`config.mk`:
```
export PLATFORM = sky130hd
export DESIGN_NAME = i2c_byte_master
export DESIGN_NICKNAME = d
export VERILOG_FILES = /design/src/rtl/i2cm_pkg.sv /design/src/rtl/i2cm_clkdiv.sv /design/src/rtl/i2cm_bitseq.sv /design/src/rtl/i2c_byte_master.sv
export SDC_FILE = /design/constraint.sdc
export NUM_CORES = 1
export LEC_CHECK = 0
export BUFFER_PORTS_ARGS = -buffer_cell sky130_fd_sc_hd__buf_2
export CORE_MARGIN = 2
export CORE_UTILIZATION = 30
export DETAILED_ROUTE_END_ITERATION = 7
export SLEW_MARGIN = 10
export SYNTH_ARGS = -nofsm -noshare
export SYNTH_HDL_FRONTEND = slang
export SYNTH_SLANG_ARGS = --single-unit
```
`constraint.sdc`:
```
create_clock -name clk_i -period 6.35 [get_ports clk_i]
set_input_delay 0.635 -clock clk_i [delete_from_list [all_inputs] [get_ports clk_i]]
set_output_delay 0.635 -clock clk_i [all_outputs]
set_load 0.05 [all_outputs]
```
`src/rtl/i2cm_pkg.sv`:
```
package i2cm_pkg;
  typedef enum logic [1:0] {ACT_START, ACT_RSTART, ACT_STOP, ACT_XFER} act_e;

  localparam int CTL_INTEN = 7;
  localparam int CTL_STA   = 5;
  localparam int CTL_STO   = 4;
  localparam int CTL_SI    = 3;
  localparam int CTL_AA    = 2;

  localparam logic [1:0] A_CTL  = 2'd0;
  localparam logic [1:0] A_DATA = 2'd1;
  localparam logic [1:0] A_STAT = 2'd2;
  localparam logic [1:0] A_DIV  = 2'd3;

  localparam logic [7:0] ST_START   = 8'h08;
  localparam logic [7:0] ST_RSTART  = 8'h10;
  localparam logic [7:0] ST_AW_ACK  = 8'h18;
  localparam logic [7:0] ST_AW_NACK = 8'h20;
  localparam logic [7:0] ST_TX_ACK  = 8'h28;
  localparam logic [7:0] ST_TX_NACK = 8'h30;
  localparam logic [7:0] ST_AR_ACK  = 8'h40;
  localparam logic [7:0] ST_AR_NACK = 8'h48;
  localparam logic [7:0] ST_RX_ACK  = 8'h50;
  localparam logic [7:0] ST_RX_NACK = 8'h58;
  localparam logic [7:0] ST_IDLE    = 8'hF8;

  localparam int QTR_PER_BIT = 4;
  localparam int XFER_STEPS  = 9 * QTR_PER_BIT;
endpackage

```
`src/rtl/i2cm_clkdiv.sv`:
```
module i2cm_clkdiv #(
  parameter int DIV_W = 8
) (
  input  logic             clk_i,
  input  logic             rst_ni,
  input  logic             clr_i,
  input  logic             run_i,
  input  logic [DIV_W-1:0] div_i,
  output logic             tick_o
);
  logic [DIV_W-1:0] cnt_q;

  assign tick_o = run_i && (cnt_q == div_i);

  always_ff @(posedge clk_i or negedge rst_ni) begin
    if (!rst_ni)                  cnt_q <= '0;
    else if (clr_i || !run_i)     cnt_q <= '0;
    else if (tick_o)              cnt_q <= '0;
    else                          cnt_q <= cnt_q + 1'b1;
  end

  AST_TICK_GAP: assert property (@(posedge clk_i) disable iff (!rst_ni)
    tick_o |=> (!tick_o || div_i == '0));
endmodule

```
`src/rtl/i2cm_bitseq.sv`:
```
module i2cm_bitseq import i2cm_pkg::*; (
  input  logic       clk_i,
  input  logic       rst_ni,
  input  logic       go_i,
  input  act_e       act_i,
  input  logic [7:0] tx_i,
  input  logic       rx_mode_i,
  input  logic       ack_out_i,
  input  logic       hold_i,
  input  logic       tick_i,
  input  logic       sda_i,
  output logic       busy_o,
  output logic       done_o,
  output logic [7:0] rx_o,
  output logic       nack_o,
  output logic       scl_low_o,
  output logic       sda_low_o
);
  localparam int STEP_W = $clog2(XFER_STEPS);

  logic              busy_q, rxm_q, acko_q, nack_q;
  act_e              act_q;
  logic [STEP_W-1:0] step_q, last;
  logic [7:0]        tx_q, rx_q;
  logic [3:0]        bit_idx;
  logic [1:0]        qtr;

  assign bit_idx = 4'(step_q / QTR_PER_BIT);
  assign qtr     = 2'(step_q % QTR_PER_BIT);

  always_comb begin
    case (act_q)
      ACT_START:  last = STEP_W'(2);
      ACT_RSTART: last = STEP_W'(3);
      ACT_STOP:   last = STEP_W'(2);
      default:    last = STEP_W'(XFER_STEPS - 1);
    endcase
  end

  assign done_o = busy_q && tick_i && (step_q == last);
  assign busy_o = busy_q;
  assign rx_o   = rx_q;
  assign nack_o = nack_q;

  always_ff @(posedge clk_i or negedge rst_ni) begin
    if (!rst_ni) begin
      busy_q <= 1'b0;
      act_q  <= ACT_START;
      step_q <= '0;
      tx_q   <= '0;
      rx_q   <= '0;
      rxm_q  <= 1'b0;
      acko_q <= 1'b0;
      nack_q <= 1'b1;
    end else if (go_i && !busy_q) begin
      busy_q <= 1'b1;
      act_q  <= act_i;
      step_q <= '0;
      tx_q   <= tx_i;
      rxm_q  <= rx_mode_i;
      acko_q <= ack_out_i;
    end else if (busy_q && tick_i) begin
      // sample in the middle of the SCL-high half
      if (act_q == ACT_XFER && qtr == 2'd2) begin
        if (bit_idx < 4'd8) rx_q   <= {rx_q[6:0], sda_i};
        else                nack_q <= sda_i;
      end
      if (step_q == last) busy_q <= 1'b0;
      else                step_q <= step_q + 1'b1;
    end
  end

  always_comb begin
    scl_low_o = hold_i;
    sda_low_o = 1'b0;
    if (busy_q) begin
      case (act_q)
        ACT_START: begin
          scl_low_o = (step_q == 2);
          sda_low_o = (step_q != 0);
        end
        ACT_RSTART: begin
          scl_low_o = (step_q == 0) || (step_q == 3);
          sda_low_o = (step_q >= 2);
        end
        ACT_STOP: begin
          scl_low_o = (step_q == 0);
          sda_low_o = (step_q != 2);
        end
        default: begin
          scl_low_o = (qtr < 2'd2);
          if (bit_idx < 4'd8) sda_low_o = !rxm_q && !tx_q[3'd7 - bit_idx[2:0]];
          else                sda_low_o = rxm_q && acko_q;
        end
      endcase
    end
  end

  AST_STEP_BOUND: assert property (@(posedge clk_i) disable iff (!rst_ni)
    busy_q |-> step_q <= last);
  AST_SDA_STEADY: assert property (@(posedge clk_i) disable iff (!rst_ni)
    (busy_q && act_q == ACT_XFER && qtr == 2'd3) |-> $stable(sda_low_o));
endmodule

```
`src/rtl/i2c_byte_master.sv`:
```
module i2c_byte_master import i2cm_pkg::*; #(
  parameter int          DIV_W     = 8,
  parameter int unsigned DIV_RESET = 4
) (
  input  logic       clk_i,
  input  logic       rst_ni,
  input  logic       wr_i,
  input  logic [1:0] addr_i,
  input  logic [7:0] wdata_i,
  output logic [7:0] rdata_o,
  output logic       irq_o,
  input  logic       sda_i,
  output logic       scl_oe_o,
  output logic       sda_oe_o
);
  logic             inten_q, sta_q, sto_q, aa_q, si_q;
  logic             own_q, rxmode_q, addrph_q, rdbit_q, cur_aa_q;
  logic [7:0]       data_q, stat_q;
  logic [DIV_W-1:0] div_q;
  act_e             cur_act_q, act;
  logic             ctl_wr, go, addr_now, tick, busy, seq_done, nack;
  logic             scl_low, sda_low;
  logic [7:0]       rx_byte;

  assign ctl_wr   = wr_i && (addr_i == A_CTL);
  assign addr_now = (stat_q == ST_START) || (stat_q == ST_RSTART);

  always_comb begin
    go  = 1'b0;
    act = ACT_XFER;
    if (ctl_wr && !wdata_i[CTL_SI] && !busy) begin
      if (wdata_i[CTL_STO] && own_q) begin
        go = 1'b1; act = ACT_STOP;
      end else if (wdata_i[CTL_STA]) begin
        go = 1'b1; act = own_q ? ACT_RSTART : ACT_START;
      end else if (own_q) begin
        go = 1'b1; act = ACT_XFER;
      end
    end
  end

  i2cm_clkdiv #(.DIV_W(DIV_W)) i_clkdiv (
    .clk_i (clk_i), .rst_ni(rst_ni), .clr_i(go), .run_i(busy),
    .div_i (div_q), .tick_o(tick)
  );

  i2cm_bitseq i_bitseq (
    .clk_i    (clk_i),   .rst_ni   (rst_ni),  .go_i     (go),
    .act_i    (act),     .tx_i     (data_q),
    .rx_mode_i(!addr_now && rxmode_q),
    .ack_out_i(wdata_i[CTL_AA]),
    .hold_i   (own_q),   .tick_i   (tick),    .sda_i    (sda_i),
    .busy_o   (busy),    .done_o   (seq_done),.rx_o     (rx_byte),
    .nack_o   (nack),    .scl_low_o(scl_low), .sda_low_o(sda_low)
  );

  always_ff @(posedge clk_i or negedge rst_ni) begin
    if (!rst_ni) begin
      inten_q <= 1'b0; sta_q <= 1'b0; sto_q <= 1'b0; aa_q <= 1'b0; si_q <= 1'b0;
      own_q <= 1'b0; rxmode_q <= 1'b0; addrph_q <= 1'b0; rdbit_q <= 1'b0; cur_aa_q <= 1'b0;
      data_q <= '0; stat_q <= ST_IDLE; div_q <= DIV_W'(DIV_RESET); cur_act_q <= ACT_START;
    end else begin
      if (ctl_wr) begin
        inten_q <= wdata_i[CTL_INTEN];
        sta_q   <= wdata_i[CTL_STA];
        sto_q   <= wdata_i[CTL_STO];
        aa_q    <= wdata_i[CTL_AA];
        if (!wdata_i[CTL_SI]) si_q <= 1'b0;
      end
      if (wr_i && addr_i == A_DATA) data_q <= wdata_i;
      if (wr_i && addr_i == A_DIV)  div_q  <= DIV_W'(wdata_i);
      if (go) begin
        cur_act_q <= act;
        addrph_q  <= addr_now;
        rdbit_q   <= data_q[0];
        cur_aa_q  <= wdata_i[CTL_AA];
      end
      if (seq_done) begin
        case (cur_act_q)
          ACT_START:  begin stat_q <= ST_START;  si_q <= 1'b1; own_q <= 1'b1; rxmode_q <= 1'b0; end
          ACT_RSTART: begin stat_q <= ST_RSTART; si_q <= 1'b1; rxmode_q <= 1'b0; end
          ACT_STOP:   begin stat_q <= ST_IDLE;   own_q <= 1'b0; rxmode_q <= 1'b0; end
          default: begin
            si_q <= 1'b1;
            if (addrph_q) begin
              rxmode_q <= rdbit_q;
              if (rdbit_q) stat_q <= nack ? ST_AR_NACK : ST_AR_ACK;
              else         stat_q <= nack ? ST_AW_NACK : ST_AW_ACK;
            end else if (rxmode_q) begin
              data_q <= rx_byte;
              stat_q <= cur_aa_q ? ST_RX_ACK : ST_RX_NACK;
            end else begin
              stat_q <= nack ? ST_TX_NACK : ST_TX_ACK;
            end
          end
        endcase
      end
    end
  end

  always_comb begin
    case (addr_i)
      A_CTL:   rdata_o = {inten_q, 1'b0, sta_q, sto_q, si_q, aa_q, 2'b00};
      A_DATA:  rdata_o = data_q;
      A_STAT:  rdata_o = stat_q;
      default: rdata_o = 8'(div_q);
    endcase
  end

  assign irq_o    = inten_q && si_q;
  assign scl_oe_o = scl_low;
  assign sda_oe_o = sda_low;

  AST_SCL_HOLD: assert property (@(posedge clk_i) disable iff (!rst_ni)
    si_q |-> scl_oe_o);
  AST_SI_ON_DONE: assert property (@(posedge clk_i) disable iff (!rst_ni)
    (seq_done && cur_act_q != ACT_STOP) |=> si_q);
  AST_STOP_IDLE: assert property (@(posedge clk_i) disable iff (!rst_ni)
    (seq_done && cur_act_q == ACT_STOP) |=> (stat_q == ST_IDLE && !si_q && !scl_oe_o && !sda_oe_o));
  AST_FREE_QUIET: assert property (@(posedge clk_i) disable iff (!rst_ni)
    (!own_q && !busy) |-> (!scl_oe_o && !sda_oe_o));
  AST_NO_RELAUNCH: assert property (@(posedge clk_i) disable iff (!rst_ni)
    (ctl_wr && wdata_i[CTL_SI]) |-> !go);
endmodule

```
==> results of run 1 <==
[worst paths after layout]
check	from	endpoint	slack (ns)	depth (start not counted)
worst max-delay path	i_bitseq.step_q[2]	scl_oe_o	3.57	5
worst min-delay path	i_bitseq.tx_q[1]	i_bitseq.tx_q[1]	0.48	2
worst max register to register	i_bitseq.step_q[2]	data_q[7]	3.79	5
worst min register to register	i_bitseq.tx_q[1]	i_bitseq.tx_q[1]	0.48	2
max in group asynchronous	rst_ni	rxmode_q	5.28	2
min in group asynchronous	rst_ni	i_bitseq.step_q[0]	0.50	2
[flip-flops by register name, summed over array words and instances, names as in the netlist, 2 cells and up]
| name | flops |
|---|---|
| i_bitseq.step_q | 6 |
| cur_act_q | 2 |
| i_bitseq.tx_q | 8 |
| div_q | 8 |
| i_bitseq.rx_o | 8 |
| i_clkdiv.cnt_q | 8 |
| stat_q | 5 |
| i_bitseq.act_q | 2 |
| data_q | 8 |
[cells in the mapped netlist, types with 4 or more instances]
cell type | number | area share, %
nor2b_1 | 5 | 0.88
and3_1 | 4 | 0.70
dfrtp_1 | 62 | 44
a21o_1 | 4 | 0.85
xnor2_1 | 13 | 3.2
nand4_1 | 4 | 0.70
mux2i_1 | 15 | 4.2
nor3_1 | 14 | 2.0
o21ai_0 | 14 | 2.0
clkbuf_1 | 11 | 1.2
a21oi_1 | 16 | 2.3
ha_1 | 9 | 3.2
nor2_1 | 15 | 1.6
nand3_1 | 14 | 2.0
dfstp_2 | 7 | 5.2
nand2_1 | 51 | 5.4
mux2_2 | 24 | 7.6
mux4_2 | 5 | 3.2
inv_1 | 10 | 1.1
a31oi_1 | 5 | 0.88
[layer usage]
metal | GRT usage (%) | wire, um | up-vias
met2 | 21.28 | 3815 | 42
li1 | - | - | 1224
met3 | 3.214 | 304 | 13
met1 | 18.08 | 3684 | 1253
met4 | 4.390 | 176 | 0
met5 | 0 | 0 | -
[through the flow]
step	instance area, um2	setup slack (ns)	power (mW)	util (%)
after global placement	3779	3.721	0.9287	32.95
after detailed placement	3779	3.674	0.9372	32.95
after floorplan	3553	3.590	0.8400	-
after global routing	4079	3.460	1.506	35.57
final	4079	3.566	1.424	35.57
after CTS	4079	3.541	1.435	35.57
[placed cells by master, fill, tap and decap left out, types with 5 or more instances in the layout]
| cell | n |
|---|---|
| o21ai_0 | 14 |
| buf_2 | 24 |
| nor3_1 | 14 |
| nand3_1 | 14 |
| a21oi_1 | 16 |
| ha_1 | 9 |
| dfstp_2 | 7 |
| xnor2_1 | 13 |
| nand2_1 | 51 |
| mux4_2 | 5 |
| dfrtp_1 | 62 |
| nor2_1 | 15 |
| inv_1 | 10 |
| mux2_2 | 24 |
| a31oi_1 | 5 |
| nor2b_1 | 5 |
| mux2i_1 | 15 |
| clkbuf_16 | 9 |
[cells by family after synthesis]
kind of cell	after synthesis
AND/OR/NAND/NOR	121
AO/OA/AOI/OAI	50
buffers and inverters	28
multiplexers	46
flip-flops	69
adder cells (fa/ha/maj)	9
XOR/XNOR	16
[critical path, delay by kind of cell, from the launching register on]
kind | cells | cell delay, ns
buffers and inverters | 1 | 0.29
flip-flops | 1 | 0.45
AO/OA/AOI/OAI | 1 | 0.18
AND/OR/NAND/NOR | 3 | 0.90
[cell type report]
| class | instances | area (um2) | area share [%] |
|---|---|---|---|
| clock buffer | 9 | 225.2 | 5.521 |
| clock inverter | 7 | 75.07 | 1.840 |
| inverter | 10 | 37.54 | 0.9202 |
| multi-input combinational | 242 | 1699 | 41.66 |
| sequential | 69 | 1735 | 42.55 |
| tap | 143 | 178.9 | 4.387 |
| timing repair buffer | 25 | 127.6 | 3.129 |
[where the power goes]
part           switching, mW  internal, mW
combinational          0.177         0.141
sequential            0.0971         0.513
clock                  0.191         0.305
total                  0.465         0.959
==> flow_summary_export.csv, run 1 <==
group,metric,value,unit
timing,timing.final.crit_share,43.85,%
timing,finalHoldViolations,0,
route,wl_per_cell,15.80,um
cells_and_area,num_antenna_cells,0,
critical_path,slowest_delay,0.45,ns
synthesis,synth-edff-count,0,
synthesis,synth-async-reset-ratio,100.0,%
global_route,grt_pass1_wl,13330,um
clocking,cts.clk_slew.worst_paths,0.06,ns
global_route,grt_max_degree,70,
timing,drv_slew,0,
floorplan,dieArea,12730,um2
critical_path,critPathKind,"register to primary output",
clocking,h-tree-depth,3,
timing,fin_hold_ws,0.4777,ns
synthesis,yosys.area_share.xor_xnor,3.944,%
cells_and_area,final_cells,505,
pwr,p_per_area,349.0,nW/um2
route,antenna_left,0,
timing,worst_pin_slew,1.107,ns
critical_path,cp_max_fo,6,
critical_path,cp-end-kind,"primary output",
floorplan,io_pins,25,
pwr,power_leakage,1.885,nW
route,drt_wl_total,7980,um
placement,place_inst,489,
synthesis,syn-num-nets,362,
synthesis,yosysWarnings,0,
floorplan,core,11470,um2
critical_path,worstPathCellList,"nor3_1 -> nand2_1 -> or3_1 -> a31oi_1 -> buf_2",
global_route,track_usage,13.39,%
timing,tns,0,ns
synthesis,yosysSeqAreaShare,48.84,%
route,num_vias,2532,
cells_and_area,fillers,1146,
clocking,cts_sinks,69,
cells_and_area,nNetsFinal,380,
cells_and_area,syn_to_final_growth,14.79,%
critical_path,critPathLaunchType,"register",
critical_path,crit_slowest_cell,"dfrtp_1",
clocking,postCtsSetupRepairBufs,0,
synthesis,synth_top_family_by_area,"simple AND/OR/NAND/NOR gates",
synthesis,yosysUniqueCellTypes,48,
clocking,cts_max_path_buffers,2,
cells_and_area,drive_gt1_share,22.65,%
route,drt_iter0_drc,278,
timing,finalClockSkew,0.006517,ns
route,drc,0,
clocking,cts_tree,"done",
placement,portBuffers,24,
placement,hpwl,5946,um
timing,layout_min_cycle_time,2.784,ns
global_route,gr-total-overflow,0,
global_route,grt_pass1_vias,2538,
job,maxCapViolations,0,
synthesis,yosys.area_share.adder,3.169,%
critical_path,cp.required,5.71,ns
clocking,holdBufCountCts,0,
clocking,clk_latency,0.33,ns
floorplan,rows,39,
synthesis,ys.flop_type,"dfrtp_1",
global_route,antenna_found_initial,0,
floorplan,die_y,112.8,um
synthesis,postSynthAreaPerCell,10.48,um2
clocking,cts_made_buffers,9,
timing,fmax,359.1,MHz
synthesis,mappedNetlistArea,3553,um2
pwr,vdd.ir_drop.worst,0.1232,mV
synthesis,synth_seq_cells,69,
synthesis,synthSimpleGateAreaFrac,16.27,%
timing,rsz0062_at_grt,"no",
run_status,outcome,"finished clean",
route,vias_per_cell,5.014,
critical_path,arrival,2.15,ns
synthesis,netlist_instances,339,
synthesis,synth_compound_area_share,8.275,%
clocking,cts_root_buffer,"clkbuf_16",
floorplan,fp.dieW,112.8,um
synthesis,muxShareOfSynthArea,16.16,%
timing,max-slew-margin-rel,25.70,%
timing,setup_viol,0,
clocking,ctsResizeCount,0,
floorplan,initial_utilization,30.99,%
placement,gp_congestion,0.7816,
hold_path,hold_class,"register to register",
route,firstDrtPassIters,4,
(Power assumes the default switching activity.)
==> run 2: changes to the inputs <==
ABC_AREA = 1   (was default)
clock period = 2.4 ns   (was 6.35 ns; I/O delays follow)
==> run 2 against run 1 <==
  * Final area grew 13%
  * Utilization shrank 0.32 points
  * Total power grew to 2.9 times the previous value
  * Via count grew 37%
  * Wire length grew 28%
  * Synthesized cell count grew 49%
  * Critical path depth grew 4
  * Sequential cell count is the same
  * Register-to-register slack lost 3.2 ns
==> flow_summary_export.csv, run 2 <==
group,metric,value,unit
cells_and_area,final_cell_mix,"nand2_1, dfrtp_1, inv_1",
pwr,vdd.ir_drop.worst,0.3253,mV
cells_and_area,num_antenna_cells,0,
floorplan,dieArea,14200,um2
clocking,postCtsSetupRepairBufs,0,
synthesis,ys.flop_type,"dfrtp_1",
clocking,cts_sinks,69,
timing,rsz0062_at_grt,"no",
critical_path,cp_max_fo,6,
job,maxCapViolations,0,
floorplan,fp.dieW,119.2,um
synthesis,synth-async-reset-ratio,100.0,%
clocking,cts_tree,"done",
pwr,pwr-share-seq,37.2,%
pwr,comb_power_share,25.9,%
critical_path,arrival,1.88,ns
global_route,track_usage,15.35,%
timing,max-slew-margin-rel,56.97,%
clocking,clk_latency,0.34,ns
route,drc,0,
floorplan,core,13090,um2
pwr,power,4.126,mW
cells_and_area,syn_to_final_growth,15.91,%
clocking,cts_made_buffers,9,
critical_path,critPathLaunchType,"register",
run_status,outcome,"finished clean",
timing,finalHoldViolations,0,
route,num_vias,3461,
floorplan,initial_utilization,30.41,%
timing,drv_slew,0,
pwr,p_sw,1.446,mW
critical_path,critPathKind,"register to primary output",
pwr,p_clk_share,36.9,%
global_route,grt.busiest_layer,"met2",
global_route,grtUsageMet2,25.29,%
placement,placed_cell_area,4263,um2
floorplan,io_pins,25,
synthesis,synth_seq_cells,69,
global_route,gr-total-overflow,0,
synthesis,yosysSeqAreaShare,43.62,%
cells_and_area,drive_gt1_share,16.95,%
clocking,cts_root_buffer,"clkbuf_16",
hold_path,hold_class,"input port to register",
synthesis,yosysTopAreaCellShare,38.99,%
pwr,power_leakage,2.309,nW
synthesis,synth_most_common_cell,"nand2_1",
cells_and_area,nNetsFinal,555,
synthesis,synth-edff-count,0,
route,drt_iter0_drc,213,
critical_path,cp-end-kind,"primary output",
synthesis,synth_area_leaders,"dfrtp_1, nand2_1, o21ai_0, inv_1, dfstp_2",
timing,layout_min_cycle_time,2.123,ns
clocking,cts.clk_slew.worst_paths,0.06,ns
route,antenna_left,0,
global_route,grt_max_degree,70,
pwr,switching_share,35.04,%
pwr,intPower,2.680,mW
synthesis,yosysWarnings,0,
floorplan,rows,42,
global_route,met1_usage,20.01,%
synthesis,syn-num-nets,528,
timing,fin_hold_ws,0.1487,ns
synthesis,synth.top_cells.by_count,"nand2_1, dfrtp_1, inv_1",
route,vias_per_cell,4.854,
cells_and_area,utilization,35.25,%
synthesis,mappedNetlistArea,3979,um2
synthesis,postSynthAreaPerCell,7.879,um2
global_route,grt_util_met3,2.443,%
clocking,cts_max_path_buffers,2,
placement,gp_congestion,0.8617,
timing,timing.final.crit_share,88.48,%
cells_and_area,layout_commonest_cell,"nand2_1",
clocking,h-tree-depth,3,
timing,worst_pin_slew,0.6437,ns
cells_and_area,design_area,4612,um2
clocking,ctsResizeCount,0,
placement,portBuffers,24,
global_route,grt_pass1_wl,17220,um
floorplan,die_y,119.2,um
pwr,p_per_area,894.6,nW/um2
route,wl_per_cell,14.32,um
global_route,antenna_found_initial,0,
timing,setup_viol,0,
timing,tns,0,ns
route,firstDrtPassIters,5,
critical_path,cp.required,2.16,ns
placement,hpwl,7521,um
synthesis,yosysUniqueCellTypes,40,
global_route,grt_pass1_vias,3332,
synthesis,synth_top_area_cell,"dfrtp_1",
route,drt_wl_total,10210,um
synthesis,netlist_instances,505,
timing,finalClockSkew,0.004050,ns
timing,fmax,470.9,MHz
[run 2: power groups by stage]
| stage | sequential [mW] | combinational [mW] | clock, mW |
|---|---|---|---|
| global placement | 1.55 | 1.05 | 0 |
| finish | 1.53 | 1.07 | 1.52 |
| floorplan | 1.47 | 0.853 | 0 |
| global route | 1.56 | 1.21 | 1.59 |
| CTS | 1.53 | 1.07 | 1.54 |
| detailed placement | 1.55 | 1.06 | 0 |
[run 2: final timing paths]
path,startpoint,endpoint,slack (ns),cells after the start
setup / recovery,i_bitseq.step_q[0],scl_oe_o,0.28,9
hold / removal,sda_i,i_bitseq.nack_o,0.15,3
setup reg to reg,i_bitseq.step_q[2],i_bitseq.busy_o,0.59,8
hold reg to reg,cur_aa_q,cur_aa_q,0.47,2
max in group asynchronous,rst_ni,div_q[2],1.61,3
min in group asynchronous,rst_ni,cur_act_q[0],0.45,3
[run 2: logic make-up after synthesis]
group           share of synthesized area (%)
compound gates                          9.371
xor+xnor                                2.201
fa+ha+maj                               2.830
buf+inv                                 8.459
flops                                   43.62
simple gates                            33.52
[run 2: stage by stage]
stage | cells | worst slack, ns
floorplan | 505 | 0.5452
global placement | 696 | 0.6080
detailed placement | 696 | 0.6078
CTS | 713 | 0.2729
global route | 713 | 0.08848
finish | 713 | 0.2765
[run 2: worst max-delay path: stages, from the launching register on]
cell      delay [ns]
dfrtp_1         0.43
inv_1           0.15
ha_1            0.24
o21ai_0         0.18
nor2_1          0.06
nor2_1          0.09
o211ai_1        0.09
nand2_1         0.07
nand2_1         0.04
buf_2           0.20
[run 2: per-layer routing]
layer	vias up	part of all wire (%)
met3	23	3.9
met2	78	49
met4	0	2.8
met1	1657	45
li1	1703	-
met5	-	0
[run 2: area by class of cell]
type                       count  area (um2)
clock buffer                   9       225.2
sequential                    69        1735
fill                        1334        8473
timing repair buffer          29       172.7
clock inverter                 7       113.9
tap                          176       220.2
multi-input combinational    361        1907
inverter                      62       237.7
[run 2: timing repair]
action	4_1_cts	5_1_grt
hold endpoints to repair	62	0
setup endpoints to repair	0	0
hold buffers	1	0
